$ cat src/rtl/spi_pkg.sv
// Package: shared types for the SPI master byte engine.
// Assumes nothing beyond IEEE 1800-2017.
package spi_pkg;

    // Sequencer phases: rest, select lead, shifting, trail, deselected gap
    typedef enum logic [2:0] {
        ST_IDLE  = 3'd0,
        ST_LEAD  = 3'd1,
        ST_XFER  = 3'd2,
        ST_TRAIL = 3'd3,
        ST_GAP   = 3'd4
    } seq_st_t;

endpackage

$ cat src/rtl/spi_seq.sv
// Module: spi_seq
// Sequences one transfer: lead, 2*DATA_W clock edges, trail, then either an
// idle gap or a direct back-to-back launch. It advances only on tick.
// Assumes LEAD_TICKS, TRAIL_TICKS and IDLE_TICKS are all at least 1.
module spi_seq #(
    parameter int DATA_W      = 8,
    parameter int LEAD_TICKS  = 2,
    parameter int TRAIL_TICKS = 1,
    parameter int IDLE_TICKS  = 2
) (
    input  logic clk,
    input  logic rst_n,
    input  logic tick,
    input  logic pend,
    output logic load,
    output logic edge_stb,
    output logic edge_odd,
    output logic edge_first,
    output logic trail_end,
    output logic ss_n,
    output logic ph,
    output logic at_rest
);
    import spi_pkg::*;

    localparam int EDGES = 2 * DATA_W;
    localparam int EW    = $clog2(EDGES);
    localparam int TMAX  = (LEAD_TICKS > TRAIL_TICKS)
                         ? ((LEAD_TICKS > IDLE_TICKS) ? LEAD_TICKS : IDLE_TICKS)
                         : ((TRAIL_TICKS > IDLE_TICKS) ? TRAIL_TICKS : IDLE_TICKS);
    localparam int TW    = $clog2(TMAX + 1);

    seq_st_t        st;
    logic [TW-1:0]  tcnt;
    logic [EW-1:0]  ecnt;

    // Decode strobes for the datapath and the top level
    always_comb begin
        edge_stb   = (st == ST_XFER) && tick;
        edge_odd   = ~ecnt[0];
        edge_first = (ecnt == '0);
        trail_end  = (st == ST_TRAIL) && tick && (tcnt == TW'(TRAIL_TICKS - 1));
        load       = pend && ((st == ST_IDLE) || trail_end);
        ss_n       = (st == ST_IDLE) || (st == ST_GAP);
        at_rest    = (st == ST_IDLE);
    end

    // Phase sequencer with interval and edge counters
    always_ff @(posedge clk) begin
        if (!rst_n) begin
            st   <= ST_IDLE;
            tcnt <= '0;
            ecnt <= '0;
            ph   <= 1'b0;
        end else begin
            unique case (st)
                ST_IDLE: begin
                    if (pend) begin
                        st   <= ST_LEAD;
                        tcnt <= '0;
                    end
                end
                ST_LEAD: begin
                    if (tick) begin
                        if (tcnt == TW'(LEAD_TICKS - 1)) begin
                            st   <= ST_XFER;
                            ecnt <= '0;
                        end else begin
                            tcnt <= tcnt + 1'b1;
                        end
                    end
                end
                ST_XFER: begin
                    if (tick) begin
                        ph <= ~ph;
                        if (ecnt == EW'(EDGES - 1)) begin
                            st   <= ST_TRAIL;
                            tcnt <= '0;
                        end else begin
                            ecnt <= ecnt + 1'b1;
                        end
                    end
                end
                ST_TRAIL: begin
                    if (trail_end) begin
                        tcnt <= '0;
                        ecnt <= '0;
                        st   <= pend ? ST_XFER : ST_GAP;
                    end else if (tick) begin
                        tcnt <= tcnt + 1'b1;
                    end
                end
                ST_GAP: begin
                    if (tick) begin
                        if (tcnt == TW'(IDLE_TICKS - 1)) begin
                            st <= ST_IDLE;
                        end else begin
                            tcnt <= tcnt + 1'b1;
                        end
                    end
                end
                default: st <= ST_IDLE;
            endcase
        end
    end

    AST_CLK_HOME_IN_TRAIL: assert property (@(posedge clk) disable iff (!rst_n)
        (st == ST_TRAIL) |-> !ph);
    AST_NO_EDGE_DESELECTED: assert property (@(posedge clk) disable iff (!rst_n)
        !$stable(ph) |-> !ss_n);
    AST_B2B_KEEP_SELECT: assert property (@(posedge clk) disable iff (!rst_n)
        (trail_end && pend) |=> (!ss_n && st == ST_XFER));

endmodule

$ cat src/rtl/spi_shift.sv
// Module: spi_shift
// Transmit and receive shift registers. It decides on each clock edge
// whether to shift out or to sample, from the phase and the edge parity.
// Assumes the mode inputs are held stable for the whole transfer.
module spi_shift #(
    parameter int DATA_W = 8
) (
    input  logic              clk,
    input  logic              rst_n,
    input  logic              load,
    input  logic [DATA_W-1:0] load_byte,
    input  logic              lsb_first,
    input  logic              cpha,
    input  logic              edge_stb,
    input  logic              edge_odd,
    input  logic              edge_first,
    input  logic              miso,
    output logic              mosi,
    output logic [DATA_W-1:0] rx_word
);
    logic [DATA_W-1:0] tx_sh;
    logic              shift_en;
    logic              samp_en;

    // Phase 1 changes on odd edges but keeps bit 0 through edge 1
    always_comb begin
        shift_en = edge_stb && (cpha ? (edge_odd && !edge_first) : !edge_odd);
        samp_en  = edge_stb && (cpha ? !edge_odd : edge_odd);
        mosi     = lsb_first ? tx_sh[0] : tx_sh[DATA_W-1];
    end

    // Transmit register: load at launch, then move toward the output end
    always_ff @(posedge clk) begin
        if (!rst_n) begin
            tx_sh <= '0;
        end else if (load) begin
            tx_sh <= load_byte;
        end else if (shift_en) begin
            tx_sh <= lsb_first ? {1'b0, tx_sh[DATA_W-1:1]}
                               : {tx_sh[DATA_W-2:0], 1'b0};
        end
    end

    // Receive register: enter each sample at the end that matches bit order
    always_ff @(posedge clk) begin
        if (!rst_n) begin
            rx_word <= '0;
        end else if (samp_en) begin
            rx_word <= lsb_first ? {miso, rx_word[DATA_W-1:1]}
                                 : {rx_word[DATA_W-2:0], miso};
        end
    end

endmodule

$ cat src/rtl/spi_byte_master.sv
// Module: spi_byte_master (top)
// SPI master for one byte per transfer. It holds a single-entry request queue,
// captures the mode at each launch, and registers the result and done strobe.
// Assumes tick comes from an external divider, one pulse per half period.
module spi_byte_master #(
    parameter int DATA_W      = 8,
    parameter int LEAD_TICKS  = 2,
    parameter int TRAIL_TICKS = 1,
    parameter int IDLE_TICKS  = 2
) (
    input  logic              clk,
    input  logic              rst_n,
    input  logic              tick,
    input  logic [DATA_W-1:0] tx_byte,
    input  logic              start,
    input  logic              cpol,
    input  logic              cpha,
    input  logic              lsb_first,
    input  logic              miso,
    output logic              sclk,
    output logic              mosi,
    output logic              ss_n,
    output logic [DATA_W-1:0] rx_byte,
    output logic              done
);
    logic              pend;
    logic [DATA_W-1:0] hold;
    logic              cpol_l, cpha_l, lsb_l;
    logic              load, edge_stb, edge_odd, edge_first, trail_end, ph, at_rest;
    logic [DATA_W-1:0] rx_word;

    // Single-entry request queue; a new start wins over a launch clear
    always_ff @(posedge clk) begin
        if (!rst_n) begin
            pend <= 1'b0;
            hold <= '0;
        end else if (start) begin
            pend <= 1'b1;
            hold <= tx_byte;
        end else if (load) begin
            pend <= 1'b0;
        end
    end

    // Capture the mode settings at each launch
    always_ff @(posedge clk) begin
        if (!rst_n) begin
            cpol_l <= 1'b0;
            cpha_l <= 1'b0;
            lsb_l  <= 1'b0;
        end else if (load) begin
            cpol_l <= cpol;
            cpha_l <= cpha;
            lsb_l  <= lsb_first;
        end
    end

    // Result register and completion strobe
    always_ff @(posedge clk) begin
        if (!rst_n) begin
            done    <= 1'b0;
            rx_byte <= '0;
        end else begin
            done <= trail_end;
            if (trail_end) begin
                rx_byte <= rx_word;
            end
        end
    end

    // Serial clock: live polarity at rest, captured polarity while busy
    assign sclk = (at_rest ? cpol : cpol_l) ^ ph;

    spi_seq #(
        .DATA_W      (DATA_W),
        .LEAD_TICKS  (LEAD_TICKS),
        .TRAIL_TICKS (TRAIL_TICKS),
        .IDLE_TICKS  (IDLE_TICKS)
    ) u_seq (
        .clk        (clk),
        .rst_n      (rst_n),
        .tick       (tick),
        .pend       (pend),
        .load       (load),
        .edge_stb   (edge_stb),
        .edge_odd   (edge_odd),
        .edge_first (edge_first),
        .trail_end  (trail_end),
        .ss_n       (ss_n),
        .ph         (ph),
        .at_rest    (at_rest)
    );

    spi_shift #(
        .DATA_W (DATA_W)
    ) u_shift (
        .clk        (clk),
        .rst_n      (rst_n),
        .load       (load),
        .load_byte  (hold),
        .lsb_first  (lsb_l),
        .cpha       (cpha_l),
        .edge_stb   (edge_stb),
        .edge_odd   (edge_odd),
        .edge_first (edge_first),
        .miso       (miso),
        .mosi       (mosi),
        .rx_word    (rx_word)
    );

    AST_DONE_SINGLE: assert property (@(posedge clk) disable iff (!rst_n)
        done |=> !done);
    AST_RELEASE_WITH_DONE: assert property (@(posedge clk) disable iff (!rst_n)
        $rose(ss_n) |-> done);
    AST_RESULT_HELD: assert property (@(posedge clk) disable iff (!rst_n)
        !done |-> $stable(rx_byte));

endmodule

$ cat config.mk
export PLATFORM = sky130hd
export DESIGN_NAME = spi_byte_master
export DESIGN_NICKNAME = d
export VERILOG_FILES = /design/src/rtl/spi_pkg.sv /design/src/rtl/spi_seq.sv /design/src/rtl/spi_shift.sv /design/src/rtl/spi_byte_master.sv
export SDC_FILE = /design/constraint.sdc
export NUM_CORES = 1
export LEC_CHECK = 0
export ABC_AREA = 1
export BUFFER_PORTS_ARGS = -buffer_cell sky130_fd_sc_hd__buf_4
export CAP_MARGIN = 20
export CELL_PAD_IN_SITES_DETAIL_PLACEMENT = 1
export CELL_PAD_IN_SITES_GLOBAL_PLACEMENT = 1
export CORE_ASPECT_RATIO = 1.4
export CORE_UTILIZATION = 25
export DETAILED_ROUTE_END_ITERATION = 8
export PLACE_DENSITY = 0.63
export SLEW_MARGIN = 5
export SYNTH_ARGS = -nofsm -noshare
export SYNTH_HDL_FRONTEND = slang
export SYNTH_SLANG_ARGS = --single-unit
$ cat constraint.sdc
create_clock -name clk -period 1.5 [get_ports clk]
set_input_delay 0 -clock clk [delete_from_list [all_inputs] [get_ports clk]]
set_output_delay 0 -clock clk [all_outputs]
set_load 0.02 [all_outputs]
==> run summary, run 1 <==
STATUS
----------------------------------------------------------------------------------
Outcome                                                               finished, final reports clean

WORST SETUP PATH
----------------------------------------------------------------------------------
Reg2Reg Depth                                                                    7
Setup slack of the worst register-to-register path                         0.03 ns
Setup crit start                                                      u_seq.st[2]$_SDFFE_PN0P_
Series of cell instances along the critical path                      nor2_4 > nand2_4 > mux2i_1 > xor2_1 > buf_4
Data arrival time of the critical path                                     1.50 ns
Cell at the slowest stage of the critical path                        sky130_fd_sc_hd__dfxtp_4
Crit path launch type                                                    flip-flop
CP max stage delay                                                         0.37 ns
Crit end category                                                      output port
Critical Path Fanout Max                                                         5
Data required, critical path                                               1.50 ns
Worst flop-to-flop path startpoint                                    u_seq.st[2]$_SDFFE_PN0P_
Worst Path Class, Setup                                               flip-flop to output port
Endpoint of the most critical register-to-register path               u_shift.rx_word[1]$_SDFFE_PN0P_

HOLD PATH
----------------------------------------------------------------------------------
Classification of the worst-slack hold path                           primary input to flip-flop
Worst hold path stage count                                                      3
Worst Hold Endpoint                                                   lsb_l$_SDFFE_PN0P_
Beginning of the worst hold path                                         lsb_first

TIMING
----------------------------------------------------------------------------------
Setup-violating endpoint count in the final report                               0
Least-Margin Pin Slew                                                    0.3639 ns
Final Max Slew Viols                                                             0
F_max                                                                   0.6680 GHz
Total Neg Setup Slack                                                         0 ns
Unrepaired setup endpoints after global routing                               true
Final hold vios                                                                  0
Remaining max-slew budget at the tightest pin                               75.72%
Post-route fraction of the period consumed by the critical path             99.81%
Skew final                                                             0.005625 ns
Final Critical Period                                                     1.497 ns
Min Hold Slack                                                          0.01467 ns
Setup slack after layout                                               0.002885 ns

PLACEMENT
----------------------------------------------------------------------------------
HPWL after detailed placement                                              4780 um
Final RePlAce weighted congestion                                           0.7944
Count of input and output buffers                                               27
Placement Setup Slack                                                  -0.04586 ns

FLOORPLANNING
----------------------------------------------------------------------------------
Die outline height                                                        117.7 um
IO Count                                                                        28
Number of rows created at floorplan                                             41
Area enclosed by the die boundary                                         9965 um2
Horiz. Die Dim                                                            84.66 um
Core outline area                                                         9131 um2
Starting density of the core                                                26.19%

POWER AND IR DROP
----------------------------------------------------------------------------------
Leakage                                                                   1.432 nW
P_sw                                                                      2.051 mW
Share of total power in combinational logic                                  43.2%
Worst vdd rail ir drop                                                   0.6092 mV
Power Total                                                               5.297 mW
Switching share of power                                                    38.72%
Internal power consumption                                                3.246 mW
Power Density                                                          1623 nW/um2
Sequential share of power                                                    32.3%
Share of power burned in the clock network                                   24.5%

CLOCK NETWORK
----------------------------------------------------------------------------------
H-tree depth reported by CTS                                                     2
Clk buf depth                                                                    2
Clock sink count                                                                47
Reg clk slew, reported paths                                               0.07 ns
Clock latency at the later pin of the worst-skew pair                      0.29 ns
Total CTS buffers                                                                5
Clock root cell                                                       sky130_fd_sc_hd__clkbuf_16
TritonCTS clock tree                                                          done

CELLS AND AREA
----------------------------------------------------------------------------------
Post-layout nets                                                               415
Proportion of layout cells with a drive suffix above 1                      30.81%
Area grow syn2layout                                                        36.47%
Number of fillers in the final layout                                         1152
Number of antenna repair diodes                                                  0
Post-layout utilization of the core                                         35.74%

DRT
----------------------------------------------------------------------------------
Starting DRT DRC Count                                                          71
Total via count after detailed routing                                        2374
Drt first pass iters                                                             6
Drt wl/cell                                                               13.73 um
DRC errors left                                                                  0
Drt total wl                                                               6904 um
Remaining number of nets flagged by the antenna check after routing              0
Ratio of routed vias to standard cells                                       4.720

YOSYS
----------------------------------------------------------------------------------
Total nets after synthesis                                                     352
Flip-flop and latch count after synthesis                                       47
Number of instances in the synthesized netlist                                 332
Avg Inst Size Synth                                                      7.202 um2
Netlist Area Pre-Place                                                    2391 um2
Synth unique cells                                                              32
Synth warnings                                                                   0
Sequential element share of the synthesized area                            39.35%

GLOBAL ROUTING
----------------------------------------------------------------------------------
Via count of the first global-routing pass                                    2444
Met1 global-route usage                                                     16.28%
Met3 capacity usage during global routing                                   2.735%
Antenna violations before repair                                                 0
Gr usage total                                                              14.19%
Global-route wire length before repair                                    11320 um
Overall overflow remaining after global route                                    0
Grt peak-use layer                                                            met2
GRT met2 Usage                                                              25.66%
Pin count of the biggest net entering global routing                            36

FLOW RUN
----------------------------------------------------------------------------------
Number of maximum-capacitance violations                                         0

==> metrics by stage <==
| stage | cells | area (um2) |
|---|---|---|
| floorplan | 332 | 2391 |
| global placement | 470 | 2759 |
| detailed placement | 470 | 2759 |
| CTS | 494 | 3103 |
| global route | 503 | 3263 |
| finish | 503 | 3263 |
==> Yosys cell counts, drive strengths merged <==
cell type | number | area [um2]
and2 | 2 | 15.02
inv | 33 | 123.9
xor2 | 1 | 8.760
nand3 | 30 | 150.1
clkbuf | 3 | 11.26
mux2i | 2 | 20.02
buf | 9 | 77.56
clkinv | 1 | 3.750
or2 | 1 | 6.260
o211ai | 6 | 75.07
nand4 | 2 | 12.51
dfxtp | 47 | 940.9
xnor2 | 1 | 8.760
and3 | 1 | 6.260
a21oi | 33 | 176.4
nand2 | 52 | 222.7
o21ai | 40 | 211.5
nor2 | 64 | 270.3
ha | 4 | 50.05
==> state kept, by name, indices dropped and copies added (netlist names) <==
name             flops
hold                 8
rx_byte              8
u_shift.rx_word      8
u_shift.tx_sh        8
u_seq.ecnt           4
u_seq.st             3
u_seq.tcnt           2
cpha_l               1
cpol_l               1
done                 1
lsb_l                1
pend                 1
u_seq.ph             1
==> worst max-delay path: cells and delay by family, from the launching register on <==
kind,cells,cell delay [ns]
buffers and inverters,1,0.18
XOR/XNOR,1,0.23
flip-flops,1,0.37
multiplexers,1,0.17
AND/OR/NAND/NOR,2,0.26
==> cell type report <==
type | instances | area [um2] | area share (%)
Inverter | 34 | 127.6 | 3.911
Clock buffer | 5 | 125.1 | 3.834
Timing Repair Buffer | 67 | 535.5 | 16.41
Sequential cell | 47 | 958.4 | 29.37
Clock inverter | 3 | 47.55 | 1.457
Multi-Input combinational cell | 240 | 1335 | 40.91
Tap cell | 107 | 133.9 | 4.103
==> repair_timing <==
action | CTS | global route
pin swaps | 3 | 6
hold buffers | 10 | 0
gates cloned | 0 | 1
endpoints found under the setup margin | 9 | 29
gates resized for setup | 10 | 29
setup buffers | 6 | 8
endpoints found under the hold margin | 10 | 0
==> power groups by stage <==
stage | combinational, mW | clock [mW] | sequential [mW]
2_1_floorplan | 1.37 | 0 | 1.66
3_3_place_gp | 1.84 | 0 | 1.70
3_5_place_dp | 1.89 | 0 | 1.71
4_1_cts | 2.04 | 1.34 | 1.70
5_1_grt | 2.55 | 1.40 | 1.74
6_report | 2.29 | 1.30 | 1.71
==> cells in the final DEF (no fill, tap or decap), types with 3 or more instances in the layout <==
| master | n |
|---|---|
| sky130_fd_sc_hd__dlygate4sd3_1 | 10 |
| sky130_fd_sc_hd__ha_1 | 4 |
| sky130_fd_sc_hd__o21ai_1 | 5 |
| sky130_fd_sc_hd__nand2_1 | 38 |
| sky130_fd_sc_hd__nand2_4 | 4 |
| sky130_fd_sc_hd__a21oi_1 | 30 |
| sky130_fd_sc_hd__nor2_4 | 4 |
| sky130_fd_sc_hd__nand3_1 | 22 |
| sky130_fd_sc_hd__clkbuf_16 | 5 |
| sky130_fd_sc_hd__o21ai_2 | 3 |
| sky130_fd_sc_hd__nor2_1 | 58 |
| sky130_fd_sc_hd__inv_1 | 27 |
| sky130_fd_sc_hd__nand3_2 | 8 |
| sky130_fd_sc_hd__o211ai_2 | 6 |
| sky130_fd_sc_hd__nand2_2 | 9 |
| sky130_fd_sc_hd__dfxtp_2 | 5 |
| sky130_fd_sc_hd__dfxtp_4 | 3 |
| sky130_fd_sc_hd__o21ai_0 | 32 |
| sky130_fd_sc_hd__buf_4 | 55 |
| sky130_fd_sc_hd__dfxtp_1 | 39 |
| sky130_fd_sc_hd__inv_2 | 6 |
==> per-layer routing <==
layer / up-vias / part of all wire, %
li1: 1209 / -
met1: 1134 / 44
met2: 24 / 53
met3: 7 / 2.1
met4: 0 / 1.6
met5: - / 0
==> how the worst max path moves through the flow <==
stage | end | slack (ns)
after floorplan | u_seq.st[1]$_SDFFE_PN0P_ | 0.008
final | sclk | 0.003
after global routing | sclk | -0.08
after detailed placement | u_shift.tx_sh[5]$_SDFFE_PN0P_ | -0.05
after CTS | u_shift.tx_sh[5]$_SDFFE_PN0P_ | -0.02
after global placement | u_shift.tx_sh[2]$_SDFFE_PN0P_ | 0.03
==> cells by family (layout without fill, tap and decap cells) <==
group	after synthesis	count (layout)	synth area share (%)
AO/OA/AOI/OAI	79	79	19.36
XOR/XNOR	2	2	0.7327
adder cells (fa/ha/maj)	4	4	2.093
buffers and inverters	46	109	9.052
flip-flops	47	47	39.35
multiplexers	2	2	0.8373
AND/OR/NAND/NOR	152	153	28.57
No activity file was read; power rests on OpenSTA's default activity.
==> inputs of run 2 (changes only) <==
--- a/config.mk
+++ b/config.mk
@@ -11,9 +11,9 @@
 export CELL_PAD_IN_SITES_DETAIL_PLACEMENT = 1
 export CELL_PAD_IN_SITES_GLOBAL_PLACEMENT = 1
 export CORE_ASPECT_RATIO = 1.4
-export CORE_UTILIZATION = 25
+export CORE_UTILIZATION = 42
 export DETAILED_ROUTE_END_ITERATION = 8
-export PLACE_DENSITY = 0.63
+export PLACE_DENSITY = 0.9
 export SLEW_MARGIN = 5
 export SYNTH_ARGS = -nofsm -noshare
 export SYNTH_HDL_FRONTEND = slang
==> run 2 against run 1 <==
Net effect:
- the run now ends with negative setup slack left
- largest power group unchanged
- critical path type is now flip-flop to flip-flop
- sequential share of layout area grew 0.86 points
- final area shrank 2.5%
- critical path depth grew 4
- largest cell class unchanged
- power shrank 3.2%
==> run summary, run 2 (same netlist as run 1, synthesis figures left out) <==
STATUS
----------------------------------------------------------------------------------
Outcome                                                               finished with violations
Failing checks                                                        negative setup slack

GLOBAL ROUTING
----------------------------------------------------------------------------------
Pin count of the biggest net entering global routing                            42
Gr usage total                                                              27.50%
Overall overflow remaining after global route                                    0
Via count of the first global-routing pass                                    2647
Antenna violations before repair                                                 0
Global-route wire length before repair                                    12680 um

TIMING
----------------------------------------------------------------------------------
Final hold vios                                                                  0
Setup-violating endpoint count in the final report                              15
Setup slack after layout                                               -0.09019 ns
F_max                                                                   0.6289 GHz
Remaining max-slew budget at the tightest pin                               69.82%
Skew final                                                              0.01273 ns
Final Max Slew Viols                                                             0
Min Hold Slack                                                          0.04269 ns
Final Critical Period                                                     1.590 ns
Post-route fraction of the period consumed by the critical path             106.0%
Unrepaired setup endpoints after global routing                               true
Least-Margin Pin Slew                                                    0.4521 ns

CELLS AND AREA
----------------------------------------------------------------------------------
Post-layout nets                                                               419
Commonest cells after routing, fill and taps aside                    sky130_fd_sc_hd__nor2_1, sky130_fd_sc_hd__buf_4, sky130_fd_sc_hd__dfxtp_1, sky130_fd_sc_hd__nand2_1, sky130_fd_sc_hd__o21ai_0
Commonest non-fill, non-tap cell in the layout                        sky130_fd_sc_hd__nor2_1
Post-route cell area                                                      3183 um2
Area grow syn2layout                                                        33.12%
Proportion of layout cells with a drive suffix above 1                      31.25%
Filler-free cell count of the finished design                                  469

DRT
----------------------------------------------------------------------------------
Total via count after detailed routing                                        2668
Starting DRT DRC Count                                                         103
Drt total wl                                                               9531 um
Drt first pass iters                                                             4
Ratio of routed vias to standard cells                                       5.689
DRC errors left                                                                  0
Remaining number of nets flagged by the antenna check after routing              0
Drt wl/cell                                                               20.32 um

CLOCK NETWORK
----------------------------------------------------------------------------------
Clock root cell                                                       sky130_fd_sc_hd__clkbuf_8
TritonCTS clock tree                                                          done
H-tree depth reported by CTS                                                     2
Clk buf depth                                                                    2
Clock sink count                                                                47
Clock latency at the later pin of the worst-skew pair                      0.31 ns
Reg clk slew, reported paths                                               0.10 ns
Total CTS buffers                                                                5

WORST SETUP PATH
----------------------------------------------------------------------------------
Critical Path Fanout Max                                                         7
Data required, critical path                                               1.74 ns
Crit end category                                                        flip-flop
Worst Path Class, Setup                                               flip-flop to flip-flop
Data arrival time of the critical path                                     1.83 ns
Crit path launch type                                                    flip-flop

POWER AND IR DROP
----------------------------------------------------------------------------------
Worst vdd rail ir drop                                                   0.7278 mV
Leakage                                                                   1.427 nW
Power Density                                                          1612 nW/um2
Power Total                                                               5.130 mW

HOLD PATH
----------------------------------------------------------------------------------
Classification of the worst-slack hold path                           primary input to flip-flop

FLOORPLANNING
----------------------------------------------------------------------------------
Area enclosed by the die boundary                                         6003 um2
Starting density of the core                                                43.59%
IO Count                                                                        28
Horiz. Die Dim                                                            65.77 um
Die outline height                                                        91.28 um
Number of rows created at floorplan                                             32
Core outline area                                                         5485 um2

FLOW RUN
----------------------------------------------------------------------------------
Number of maximum-capacitance violations                                         0

PLACEMENT
----------------------------------------------------------------------------------
Total cell area at the placement stage                                    2658 um2
Cell count after placement                                                     424
Final RePlAce weighted congestion                                           0.8553
Count of input and output buffers                                               27
HPWL after detailed placement                                              4726 um

-- run 2: cell count changes in the layout (fill, tap and decap cells not counted), moves of 4 or more --
cell,previous run,this run
sky130_fd_sc_hd__buf_6,2,6
sky130_fd_sc_hd__clkbuf_16,5,0
sky130_fd_sc_hd__clkbuf_8,0,5
sky130_fd_sc_hd__nand3_1,22,28
sky130_fd_sc_hd__nand3_2,8,2
-- run 2: layout make-up --
type	count	area, um2
fill	699	2302
multi-input combinational	240	1335
sequential	47	962.2
timing repair buffer	71	583.1
inverter	34	130.1
tap	68	85.08
clock buffer	6	72.57
clock inverter	2	12.51
antenna	1	2.502
-- run 2: power by group --
group / switching [mW] / internal [mW] / total [mW]
registers: 0.261 / 1.49 / 1.75
logic: 1.58 / 1.01 / 2.59
clock network: 0.470 / 0.327 / 0.798
total: 2.31 / 2.82 / 5.13
-- run 2: what timing repair did --
| action | CTS | global route |
|---|---|---|
| hold endpoints to repair | 11 | 0 |
| gates resized for setup | 9 | 44 |
| hold buffers | 11 | 0 |
| buffers inserted | 6 | 18 |
| gates cloned | 0 | 1 |
| pin swaps | 3 | 12 |
| endpoints found under the setup margin | 19 | 32 |
-- run 2: final timing paths --
check / startpoint / endpoint / slack [ns] / cells after the start
worst min-delay path: start / hold[0]$_SDFFE_PN0P_ / 0.04 / 3
worst max-delay path: u_seq.st[2]$_SDFFE_PN0P_ / u_shift.rx_word[6]$_SDFFE_PN0P_ / -0.09 / 9
worst min register to register: u_shift.rx_word[0]$_SDFFE_PN0P_ / rx_byte[0]$_SDFFE_PN0P_ / 0.49 / 2
worst max register to register: u_seq.st[2]$_SDFFE_PN0P_ / u_shift.rx_word[6]$_SDFFE_PN0P_ / -0.09 / 9
-- run 2: metrics by stage --
stage          setup TNS (ns)  utilization (%)  worst slack, ns
2_1_floorplan               0                -         0.008044
3_3_place_gp                0            48.45          0.05626
3_5_place_dp          -0.2751            48.45         -0.05764
4_1_cts              -0.07716            53.24         -0.02675
5_1_grt                -2.138            57.98          -0.1402
6_report              -0.6096            58.03         -0.09019
-- run 2: worst max-delay path, cell delays in order, from the launching register on --
cell and delay, ns:
sky130_fd_sc_hd__dfxtp_4 0.38, sky130_fd_sc_hd__nor2_4 0.16, sky130_fd_sc_hd__buf_6 0.16, sky130_fd_sc_hd__nand2_4 0.06
sky130_fd_sc_hd__nor2_4 0.15, sky130_fd_sc_hd__and2_4 0.22, sky130_fd_sc_hd__buf_6 0.12, sky130_fd_sc_hd__buf_6 0.10
sky130_fd_sc_hd__o21ai_2 0.05, sky130_fd_sc_hd__a21oi_2 0.12
-- run 2: layer usage --
layer	part of all wire (%)	up-vias	global-route usage (%)
met3	3.3	40	4.020
li1	-	1222	-
met4	5.5	0	13.95
met2	53	95	49.32
met1	38	1311	30.11
met5	0	-	0
==> inputs of run 3 (changes only) <==
--- a/config.mk
+++ b/config.mk
@@ -11,9 +11,10 @@
 export CELL_PAD_IN_SITES_DETAIL_PLACEMENT = 1
 export CELL_PAD_IN_SITES_GLOBAL_PLACEMENT = 1
 export CORE_ASPECT_RATIO = 1.4
-export CORE_UTILIZATION = 42
+export CORE_UTILIZATION = 45
 export DETAILED_ROUTE_END_ITERATION = 8
-export PLACE_DENSITY = 0.9
+export HOLD_SLACK_MARGIN = 0.12
+export PLACE_DENSITY = 0.95
 export SLEW_MARGIN = 5
 export SYNTH_ARGS = -nofsm -noshare
 export SYNTH_HDL_FRONTEND = slang
==> constraint.sdc (replaced) <==
create_clock -name clk -period 1.89 [get_ports clk]
set_input_delay 0 -clock clk [delete_from_list [all_inputs] [get_ports clk]]
set_output_delay 0 -clock clk [all_outputs]
set_load 0.02 [all_outputs]
==> run 3 against run 2 <==
Net effect:
- the run now ends clean
- critical path type unchanged
- count of clock-buffer cells in the layout rose by 2
- non-clock buffer count fell by 22
- utilization fell by 1.7 points
- power fell by 30%
==> run summary, run 3 (same netlist as run 1, synthesis figures left out) <==
WORST SETUP PATH
----------------------------------------------------------------------------------
Setup slack of the worst register-to-register path                         0.12 ns
Data arrival time of the critical path                                     1.97 ns
Data required, critical path                                               2.09 ns
Worst setup endpoint                                                  u_shift.tx_sh[4]$_SDFFE_PN0P_
Worst Path Class, Setup                                               flip-flop to flip-flop
Endpoint of the most critical register-to-register path               u_shift.tx_sh[4]$_SDFFE_PN0P_
Worst flop-to-flop path startpoint                                    u_seq.tcnt[0]$_SDFFE_PN0P_
Crit end category                                                        flip-flop
Critical Path Fanout Max                                                        14
Reg2Reg Depth                                                                   10
Setup crit start                                                      u_seq.tcnt[0]$_SDFFE_PN0P_
Crit path launch type                                                    flip-flop

DRT
----------------------------------------------------------------------------------
Total via count after detailed routing                                        2498
Topmost layer with routed signal wires                                        met4
Drt total wl                                                               7998 um
Detailed-route wire length on metal 1                                      3093 um
DRC errors left                                                                  0
Total met2 wirelength after detailed routing                               4250 um
Met3 wirelength from detailed routing                                       224 um
Starting DRT DRC Count                                                          73
Drt first pass iters                                                             4
Ratio of routed vias to standard cells                                       5.639
Drt wl/cell                                                               18.05 um
Remaining number of nets flagged by the antenna check after routing              0

PLACEMENT
----------------------------------------------------------------------------------
HPWL after detailed placement                                              4671 um
Cell count after placement                                                     415
Final RePlAce weighted congestion                                           0.8447
Count of input and output buffers                                               27

CELLS AND AREA
----------------------------------------------------------------------------------
Proportion of layout cells with a drive suffix above 1                      18.04%
Number of antenna repair diodes                                                  0
Sequential cell area                                                     940.9 um2
Commonest non-fill, non-tap cell in the layout                        sky130_fd_sc_hd__nor2_1
Post-layout nets                                                               396
Area grow syn2layout                                                        21.61%
Number of fillers in the final layout                                          671
Combined area of the multi-input logic cells                              1239 um2
Filler-free cell count of the finished design                                  443
Commonest cells after routing, fill and taps aside                    sky130_fd_sc_hd__nor2_1, sky130_fd_sc_hd__dfxtp_1, sky130_fd_sc_hd__nand2_1, sky130_fd_sc_hd__o21ai_0

CLOCK NETWORK
----------------------------------------------------------------------------------
H-tree depth reported by CTS                                                     2
Buffers inserted during post-CTS setup optimization                              0
Clk buf depth                                                                    2
Clock root cell                                                       sky130_fd_sc_hd__clkbuf_8
Reg clk slew, reported paths                                               0.10 ns
Clock sink count                                                                47
TritonCTS clock tree                                                          done
Clock latency at the later pin of the worst-skew pair                      0.31 ns
Total CTS buffers                                                                5

TIMING
----------------------------------------------------------------------------------
Setup-violating endpoint count in the final report                               0
Post-route fraction of the period consumed by the critical path             93.75%
Final Max Slew Viols                                                             0
Skew final                                                              0.01220 ns
Remaining max-slew budget at the tightest pin                               69.67%
Unrepaired setup endpoints after global routing                              false
Final hold vios                                                                  0
Least-Margin Pin Slew                                                    0.4502 ns
Final Critical Period                                                     1.772 ns
F_max                                                                   0.5644 GHz
Total Neg Setup Slack                                                         0 ns

FLOORPLANNING
----------------------------------------------------------------------------------
Die outline height                                                        88.25 um
Number of rows created at floorplan                                             31
Starting density of the core                                                46.35%
Horiz. Die Dim                                                            63.61 um
IO Count                                                                        28
Core outline area                                                         5159 um2
Area enclosed by the die boundary                                         5613 um2

GLOBAL ROUTING
----------------------------------------------------------------------------------
Via count of the first global-routing pass                                    2622
Pin count of the biggest net entering global routing                            42
Gr usage total                                                              29.13%
Antenna violations before repair                                                 0
Overall overflow remaining after global route                                    0
Global-route wire length before repair                                    12550 um

STATUS
----------------------------------------------------------------------------------
Outcome                                                               finished, final reports clean

HOLD PATH
----------------------------------------------------------------------------------
Classification of the worst-slack hold path                           primary input to flip-flop

POWER AND IR DROP
----------------------------------------------------------------------------------
Worst vdd rail ir drop                                                   0.5603 mV
Power Density                                                          1231 nW/um2
Leakage                                                                   1.301 nW

FLOW RUN
----------------------------------------------------------------------------------
Number of maximum-capacitance violations                                         0

run 3: changes by cell type in the layout (fill, tap and decap cells not counted), sizes merged:
cell	change
buf	-31
dlygate4sd3	+9
clkbuf	+2
clkinv	-1
clkinvlp	-1
diode	-1
nand2	-1
run 3: repair_timing:
item / 4_1_cts / 5_1_grt
endpoints found under the setup margin: 0 / 7
endpoints found under the hold margin: 13 / 0
resized for setup: 0 / 1
hold buffers: 20 / 0
run 3: how the worst min path moves through the flow:
stage	depth (start not counted)	slack, ns	start	to
4_1_cts	3	0.14	rst_n	u_shift.rx_word[7]$_SDFFE_PN0P_
5_1_grt	3	0.15	rst_n	u_shift.rx_word[7]$_SDFFE_PN0P_
3_5_place_dp	3	0.23	tx_byte[5]	hold[5]$_SDFFE_PN0P_
3_3_place_gp	3	0.23	tx_byte[7]	hold[7]$_SDFFE_PN0P_
2_1_floorplan	2	0.13	tx_byte[1]	hold[1]$_SDFFE_PN0P_
6_report	3	0.15	rst_n	u_seq.ecnt[2]$_SDFFE_PN0P_
run 3: critical path, cell delays in order (launching register included):
cell and delay [ns]:
sky130_fd_sc_hd__dfxtp_1 0.37, sky130_fd_sc_hd__inv_1 0.08, sky130_fd_sc_hd__ha_1 0.19, sky130_fd_sc_hd__nand2_1 0.10
sky130_fd_sc_hd__inv_1 0.07, sky130_fd_sc_hd__nand2_2 0.15, sky130_fd_sc_hd__nand2_2 0.10, sky130_fd_sc_hd__nand2_4 0.20
sky130_fd_sc_hd__nand2_2 0.15, sky130_fd_sc_hd__nor2_1 0.16, sky130_fd_sc_hd__nor2_1 0.07
run 3: final cells by class:
class                   instances  area share, %
inverters                      34          4.389
well taps                      66          2.840
repair buffers                 49          14.37
clock buffers                   8          3.442
multi-input cells             239          42.60
flip-flops and latches         47          32.36
run 3: power breakdown:
part           internal (mW)  switching (mW)
registers               1.16           0.189
clock network          0.335           0.352
logic                  0.534            1.01
total                   2.03            1.55
run 3: metrics by stage:
stage	setup WS (ns)	area [um2]	power (mW)	hold WS (ns)	util (%)
finish	0.1182	2908	3.578	0.1451	56.37
global route	0.03767	2908	3.797	0.1463	56.37
CTS	0.1257	2903	3.477	0.1406	56.27
detailed placement	0.1869	2603	2.753	0.2349	50.45
global placement	0.3181	2603	2.674	0.2270	50.45
floorplan	0.3980	2391	2.398	0.1349	-
run 3: per-layer routing:
layer	track usage, %	vias up
li1	-	1167
met1	30.71	1226
met2	53.48	67
met3	5.155	38
met4	18.18	0
met5	0	-
